**config.mk**
```make
export PLATFORM = sky130hd
export DESIGN_NAME = irq_bank_ctrl
export DESIGN_NICKNAME = d
export VERILOG_FILES = /design/src/rtl/irq_bank_pkg.sv /design/src/rtl/irq_lowest_enc.sv /design/src/rtl/irq_bank.sv /design/src/rtl/irq_bank_ctrl.sv
export SDC_FILE = /design/constraint.sdc
export NUM_CORES = 1
export LEC_CHECK = 0
export BUFFER_PORTS_ARGS = -buffer_cell sky130_fd_sc_hd__buf_4
export CAP_MARGIN = 0
export CORE_AREA = 2 2 215 175
export CTS_CLUSTER_DIAMETER = 30
export DETAILED_ROUTE_END_ITERATION = 6
export DIE_AREA = 0 0 217 177
export PLACE_DENSITY = 0.76
export REMOVE_ABC_BUFFERS = 1
export SLEW_MARGIN = 20
export SYNTH_ARGS = -nofsm -noshare
export SYNTH_HDL_FRONTEND = slang
export SYNTH_SLANG_ARGS = --single-unit
```
**constraint.sdc**
```tcl
create_clock -name clk -period 1.9 [get_ports clk]
set_input_delay 0.38 -clock clk [delete_from_list [all_inputs] [get_ports clk]]
set_output_delay 0.38 -clock clk [all_outputs]
set_load 0.005 [all_outputs]
```
**src/rtl/irq_bank_pkg.sv**
```systemverilog
package irq_bank_pkg;
  localparam int NUM_BANKS  = 5;
  localparam int BANK_LINES = 32;
  localparam int DMA_GROUP  = 12;
  localparam int ADDR_W     = 4;

  function automatic int en_word(input int bank);
    return 2 * bank;
  endfunction

  function automatic int st_word(input int bank);
    return 2 * bank + 1;
  endfunction

  function automatic int vec_word(input int banks);
    return 2 * banks;
  endfunction
endpackage

```
**src/rtl/irq_lowest_enc.sv**
```systemverilog
module irq_lowest_enc #(
  parameter int N  = 32,
  parameter int IW = $clog2(N)
) (
  input  logic          clk,
  input  logic          rst_n,
  input  logic [N-1:0]  vec_in,
  output logic [IW-1:0] idx_o,
  output logic          hit_o
);
  always_comb begin
    idx_o = '0;
    hit_o = 1'b0;
    for (int i = N - 1; i >= 0; i--) begin
      if (vec_in[i]) begin
        idx_o = IW'(i);
        hit_o = 1'b1;
      end
    end
  end

  // the chosen line is set and no lower line is set
  p_lowest_r5: assert property (@(posedge clk) disable iff (!rst_n)
    hit_o |-> (vec_in[idx_o] && ((vec_in & ((N'(1) << idx_o) - N'(1))) == '0)));
  p_none_r5: assert property (@(posedge clk) disable iff (!rst_n)
    !hit_o |-> (idx_o == '0 && vec_in == '0));
endmodule

```
**src/rtl/irq_bank.sv**
```systemverilog
module irq_bank #(
  parameter int LINES = 32,
  parameter int GROUP = 0,
  parameter int IW    = $clog2(LINES)
) (
  input  logic             clk,
  input  logic             rst_n,
  input  logic [LINES-1:0] req_i,
  input  logic             en_we,
  input  logic             st_we,
  input  logic [LINES-1:0] wdata,
  output logic [LINES-1:0] en_q,
  output logic [LINES-1:0] st_q,
  output logic             irq_o,
  output logic [IW-1:0]    vec_o
);
  logic [LINES-1:0] ack_mask;
  logic [LINES-1:0] live;
  logic [IW-1:0]    low_idx;
  logic             low_hit;

  generate
    if (GROUP > 0) begin : g_grouped
      logic                   grp_en;
      logic [LINES-1:GROUP]   line_en;
      always_ff @(posedge clk) begin
        if (!rst_n) begin
          grp_en  <= 1'b0;
          line_en <= '0;
        end else if (en_we) begin
          grp_en  <= wdata[0];
          line_en <= wdata[LINES-1:GROUP];
        end
      end
      assign en_q     = {line_en, {GROUP{grp_en}}};
      assign ack_mask = {wdata[LINES-1:GROUP], {GROUP{|wdata[GROUP-1:0]}}};

      // one set bit in the group clears the whole group
      p_grp_ack_r6: assert property (@(posedge clk) disable iff (!rst_n)
        (st_we && |wdata[GROUP-1:0] && req_i[GROUP-1:0] == '0)
        |=> st_q[GROUP-1:0] == '0);
    end else begin : g_plain
      logic [LINES-1:0] line_en;
      always_ff @(posedge clk) begin
        if (!rst_n)      line_en <= '0;
        else if (en_we)  line_en <= wdata;
      end
      assign en_q     = line_en;
      assign ack_mask = wdata;
    end
  endgenerate

  always_ff @(posedge clk) begin
    if (!rst_n) st_q <= '0;
    else        st_q <= (st_q & ~(st_we ? ack_mask : '0)) | req_i;
  end

  assign live  = st_q & en_q;
  assign irq_o = |live;

  irq_lowest_enc #(.N(LINES), .IW(IW)) u_enc (
    .clk    (clk),
    .rst_n  (rst_n),
    .vec_in (live),
    .idx_o  (low_idx),
    .hit_o  (low_hit)
  );

  always_comb begin
    vec_o = low_idx;
    if (GROUP > 0 && int'(low_idx) < GROUP) vec_o = '0;
  end

  // a request is latched
  p_req_latch_r2: assert property (@(posedge clk) disable iff (!rst_n)
    (req_i != '0) |=> ((st_q & $past(req_i)) == $past(req_i)));
  // full acknowledge with no request empties the bank
  p_ack_clear_r3: assert property (@(posedge clk) disable iff (!rst_n)
    (st_we && wdata == '1 && req_i == '0) |=> st_q == '0);
  // disabling every line silences the bank
  p_mask_all_r4: assert property (@(posedge clk) disable iff (!rst_n)
    (en_we && wdata == '0) |=> !irq_o);
  // enable writes never drop pending bits
  p_en_keeps_st_r9: assert property (@(posedge clk) disable iff (!rst_n)
    (en_we && !st_we) |=> ((st_q & $past(st_q)) == $past(st_q)));
  // a set output means the encoder found a live line
  p_irq_hit_r4: assert property (@(posedge clk) disable iff (!rst_n)
    irq_o == low_hit);
endmodule

```
**src/rtl/irq_bank_ctrl.sv**
```systemverilog
module irq_bank_ctrl
  import irq_bank_pkg::*;
#(
  parameter int NB     = NUM_BANKS,
  parameter int LINES  = BANK_LINES,
  parameter int GROUP  = DMA_GROUP,
  parameter int AW     = ADDR_W
) (
  input  logic                clk,
  input  logic                rst_n,
  input  logic [NB*LINES-1:0] req_i,
  input  logic                wr_en,
  input  logic                rd_en,
  input  logic [AW-1:0]       addr,
  input  logic [LINES-1:0]    wdata,
  output logic [LINES-1:0]    rdata_o,
  output logic [NB-1:0]       irq_o
);
  localparam int IW = $clog2(LINES);
  localparam int VW = NB * IW;

  logic [LINES-1:0] en_q [NB];
  logic [LINES-1:0] st_q [NB];
  logic [VW-1:0]    vec_all;
  logic [LINES-1:0] rd_mux;

  for (genvar k = 0; k < NB; k++) begin : g_bank
    logic en_we, st_we;
    assign en_we = wr_en && (addr == AW'(en_word(k)));
    assign st_we = wr_en && (addr == AW'(st_word(k)));
    irq_bank #(
      .LINES (LINES),
      .GROUP ((k == 0) ? GROUP : 0),
      .IW    (IW)
    ) u_bank (
      .clk   (clk),
      .rst_n (rst_n),
      .req_i (req_i[k*LINES +: LINES]),
      .en_we (en_we),
      .st_we (st_we),
      .wdata (wdata),
      .en_q  (en_q[k]),
      .st_q  (st_q[k]),
      .irq_o (irq_o[k]),
      .vec_o (vec_all[k*IW +: IW])
    );
  end

  always_comb begin
    rd_mux = '0;
    for (int k = 0; k < NB; k++) begin
      if (addr == AW'(en_word(k))) rd_mux = en_q[k];
      if (addr == AW'(st_word(k))) rd_mux = st_q[k];
    end
    if (addr == AW'(vec_word(NB))) rd_mux = LINES'(vec_all);
  end

  always_ff @(posedge clk) begin
    if (!rst_n)     rdata_o <= '0;
    else if (rd_en) rdata_o <= rd_mux;
  end

  // read data holds between reads
  p_rdata_hold_r8: assert property (@(posedge clk) disable iff (!rst_n)
    !rd_en |=> $stable(rdata_o));
  // outputs come out of reset low
  p_reset_quiet_r1: assert property (@(posedge clk)
    !rst_n |=> (irq_o == '0 && rdata_o == '0));
endmodule

```
==> metrics.md <==
| Metric | Value |
|---|---|
| Vias in the first global route | `19,700` |
| Total standard cell area after synthesis | `between 15,000 and 20,000 um^2` |
| Relative max-transition margin | `0.589` |
| Violated checks | `negative setup slack` |
| Max_cap viols | `0` |
| Area fraction in and, or, nand and nor cells after synthesis | `0.252` |
| Gr usage total | `0.409` |
| Final design area excluding fillers | `between 20,000 and 30,000 um^2` |
| Final period util | `1.27` |
| Fraction of the mapped netlist area in compound gates | `0.291` |
| Final global-route overflow total | `0` |
| Antenna violations before repair | `0` |
| Endpoints failing hold | `0` |
| Worst EP required | `between 1500 and 2000 ps` |
| Post-route antenna net violation count | `0` |
| Post-layout power | `around 24 mW` |
| Met2 wirelength from detailed routing | `approximately 34,000 um` |
| First-pass GRT wire length | `approximately 120,000 um` |
| Layout Skew | `22.4 ps` |
| H-Tree Depth | `3` |
| Number of flops mapped to enable cells by yosys | `0` |
| Number of DRC markers after the initial detailed-route iteration | `2,899` |
| Layout Nets | `3,045` |
| Max frequency | `between 400 and 500 MHz` |
| Arrival @ worst endpoint | `about 2000 ps` |
| Source-to-sink clock delay at the later pin of the worst-skew pair | `~600 ps` |
| TritonCTS clock tree | `done` |
| Asr flop ratio synth | `0` |
| Chain of cells forming the critical path | `a22oi_2, nand3_2, or3_4, nor3_4, nand2_2, buf_6` |
| Number of buffers between clock root and the deepest sink | `3` |
| Post-placement cell area | `between 20,000 and 25,000 um^2` |
| Pre-antenna DRT Iters | `7` |
| Uppermost signal routing layer after detailed routing | `met4` |
| Multiplexer share of the synthesized area | `0.0233` |
| Fraction of layout instances using a drive strength above 1 | `0.303` |
| Unrepaired setup endpoints after global routing | `yes` |
| Height of the chip | `between 150 and 200 um` |
| Clock Sinks | `approximately 340` |
| Slowest Stage Delay on Critical Path | `between 300 and 400 ps` |
| Half-perimeter wire length of the detailed placement result | `between 50,000 and 60,000 um` |
| Cell with the largest stage delay on the worst path | `or3_4` |
| Final routed wire length divided by cell count | `approximately 24 um` |
| Pin count of the biggest net entering global routing | `around 120` |
| Crit path setup slack, layout | `-504 ps` |
| Final estimated routing congestion in global placement | `a little over 1` |
| Die span in x | `217 um` |
| Post-synthesis register bit count | `between 300 and 400` |
| Post-synthesis cell count | `roughly 2,300` |
| Critical path fanouts, max | `2` |
| Mapped Avg Cell Area | `7.65 um^2` |
| Run status | `complete, but fails checks` |
| Mean number of vias per cell | `roughly 6.2` |
| Finish-stage setup viols | `7` |
| Post-layout min period | `around 2400 ps` |
| Dominant register cell in the synthesized netlist | `dfxtp_1` |
| Standard cell core area | `36,400 um^2` |
| Critical path launch point type | `register` |
| Cell chosen for the clock root | `clkbuf_16` |
| Total met3 wirelength after detailed routing | `between 9000 and 10,000 um` |
| Distinct cell type count after synthesis | `68` |
| Main combinational cell family by area after synthesis | `compound AO/OA/AOI/OAI gates` |
| Arithmetic-cell share of the synthesized area counting full adders, half adders and majority gates | `0` |
| Number of buffers created by CTS | `73` |
| Final number of max-transition violations | `0` |
| Type of the worst min-delay path | `in2reg` |
| Total number of vias | `approximately 21,000` |
| Clock Pin Slew Worst Setup and Hold Paths | `~50 ps` |
| Worst setup path class | `reg2out` |
| Effective utilization at floorplan | `0.483` |
| Met1 routed wirelength after detailed routing | `between 30,000 and 40,000 um` |
| Filler cell count | `around 2,900` |
| Sequential element share of the synthesized area | `0.388` |
| Number of warnings reported in the yosys synthesis log | `0` |
| Power density over the cells | `approximately 940 nW/um^2` |
| # DRC | `0` |
| Count of buffers from port buffering | `between 200 and 250` |
| Endpoint class of the critical path | `output port` |
| Die Area | `38,400 um^2` |
| Area growth from synthesis to layout | `46.0%` |
| Maximum vdd ir drop | `between 1 and 1.5 mV` |
| Row count | `63` |
| Number of primary I/O pins | `between 200 and 250` |
| Routed WL | `slightly above 80,000 um` |
| Reported leakage power | `approximately 10 nW` |
| Share of the synthesized netlist area taken by xor and xnor gates | `0` |
| Transition at the pin with the smallest max-transition slack | `a little over 600 ps` |
## layer usage
layer	track usage	vias up
met5	0	-
li1	-	9291
met1	0.584	9927
met4	0.166	0
met2	0.601	1447
met3	0.0814	190
## final timing paths
check | start | endpoint | slack (ps) | depth (start not counted)
setup / recovery | g_bank[3].u_bank.st_q[30]$_SDFF_PN0_ | irq_o[3] | -500 | 6
hold / removal | req_i[139] | g_bank[4].u_bank.st_q[11]$_SDFF_PN0_ | 10 | 3
setup reg to reg | g_bank[1].u_bank.st_q[15]$_SDFF_PN0_ | rdata_o[9]$_SDFFE_PN0P_ | -280 | 14
hold reg to reg | g_bank[3].u_bank.en_q[22]$_SDFFE_PN0P_ | g_bank[3].u_bank.en_q[22]$_SDFFE_PN0P_ | 480 | 2
## logic make-up (layout without fill, tap and decap cells)
family          count (synthesis)  after routing
simple gates                  985            985
buf+inv                       189            788
compound gates                753            753
mux                            35             35
flops                         341            341
other cells                     0              2
## cell usage in the layout, fill, tap and decap left out, types with 12 or more instances in the layout
master,count
a21boi_0,150
a21oi_1,227
a221oi_1,15
a222oi_1,22
a22o_1,30
a22oi_1,50
a22oi_2,20
a31oi_1,23
a32o_1,13
and3_1,12
buf_12,22
buf_4,601
bufinv_16,12
clkbuf_16,74
clkbuf_8,13
dfxtp_1,320
dfxtp_2,20
mux2i_1,23
nand2_1,621
nand3_1,35
nand4_1,14
nor2_1,47
nor2b_1,172
o211ai_1,18
o21ai_0,60
o22ai_1,13
o2bb2ai_1,13
## critical path, delay by kind of cell, from the launching register on
kind / cells / cell delay [ps]
flops: 1 / 320
buf+inv: 1 / 130
simple gates: 4 / 760
compound gates: 1 / 230
## final cells by class
type | instances | area, um^2 | area share
Multi-Input combinational cell | 1773 | 10400 | 0.403
Sequential cell | 341 | 6860 | 0.267
Timing Repair Buffer | 644 | 5180 | 0.201
Clock buffer | 89 | 2040 | 0.0793
Clock inverter | 43 | 613 | 0.0239
Tap cell | 487 | 609 | 0.0237
Inverter | 12 | 45.0 | 0.00175
Antenna cell | 2 | 5.00 | 0.000195
## where the power goes
| group | switching (mW) | internal, mW | leakage (nW) |
|---|---|---|---|
| logic | 1.44 | 1.30 | 6.28 |
| registers | 0.329 | 7.50 | 2.82 |
| clock network | 4.36 | 9.28 | 1.29 |
| total | 6.13 | 18.1 | 10.4 |
## what timing repair did
item,CTS,global route
resized for setup,56,54
pin swaps,31,46
hold buffers,10,0
buffers inserted,32,15
endpoints found under the hold margin,10,0
endpoints found under the setup margin,9,16
## sequential cells by signal, indices dropped and copies added, names as in the netlist
| signal | cells |
|---|---|
| g_bank.u_bank.en_q | 128 |
| g_bank.u_bank.g_grouped.grp_en | 1 |
| g_bank.u_bank.g_grouped.line_en | 20 |
| g_bank.u_bank.st_q | 160 |
| rdata_o | 32 |
## Yosys cell counts, types with 7 or more instances
| master | count | area (um^2) |
|---|---|---|
| a211oi_1 | 11 | 82.6 |
| a21boi_0 | 150 | 1130 |
| a21o_1 | 8 | 60.1 |
| a21oi_1 | 232 | 1160 |
| a221oi_1 | 19 | 166 |
| a222oi_1 | 22 | 220 |
| a22o_1 | 30 | 263 |
| a22oi_1 | 70 | 526 |
| a31oi_1 | 23 | 144 |
| a32o_1 | 13 | 130 |
| a32oi_1 | 9 | 78.8 |
| and2_1 | 12 | 75.1 |
| and3_1 | 14 | 87.6 |
| buf_2 | 38 | 190 |
| buf_4 | 12 | 90.1 |
| clkbuf_1 | 125 | 469 |
| dfxtp_1 | 341 | 6830 |
| inv_1 | 12 | 45.0 |
| mux2_2 | 8 | 90.1 |
| mux2i_1 | 23 | 230 |
| nand2_1 | 625 | 2350 |
| nand2b_1 | 8 | 50.1 |
| nand3_1 | 42 | 210 |
| nand4_1 | 14 | 87.6 |
| nor2_1 | 57 | 214 |
| nor2b_1 | 172 | 1080 |
| nor3_1 | 10 | 50.1 |
| nor4_1 | 7 | 43.8 |
| o2111ai_1 | 8 | 70.1 |
| o211ai_1 | 18 | 135 |
| o21ai_0 | 62 | 310 |
| o221ai_1 | 9 | 78.8 |
| o22ai_1 | 13 | 81.3 |
| o2bb2ai_1 | 13 | 114 |
| o31ai_1 | 8 | 60.1 |
## through the flow
step | setup TNS [ps] | util | std cells | setup WS (ps) | hold WS (ps)
6_report | -2580 | 0.706 | 3391 | -504 | 14.1
2_1_floorplan | -89140 | - | 2126 | -706 | 452
3_5_place_dp | -45760 | 0.611 | 3211 | -836 | 476
4_1_cts | -2630 | 0.699 | 3385 | -506 | 1.03
5_1_grt | -3090 | 0.706 | 3389 | -563 | 13.5
3_3_place_gp | -38110 | 0.611 | 3211 | -811 | 465
No activity file was read; power rests on OpenSTA's default activity.
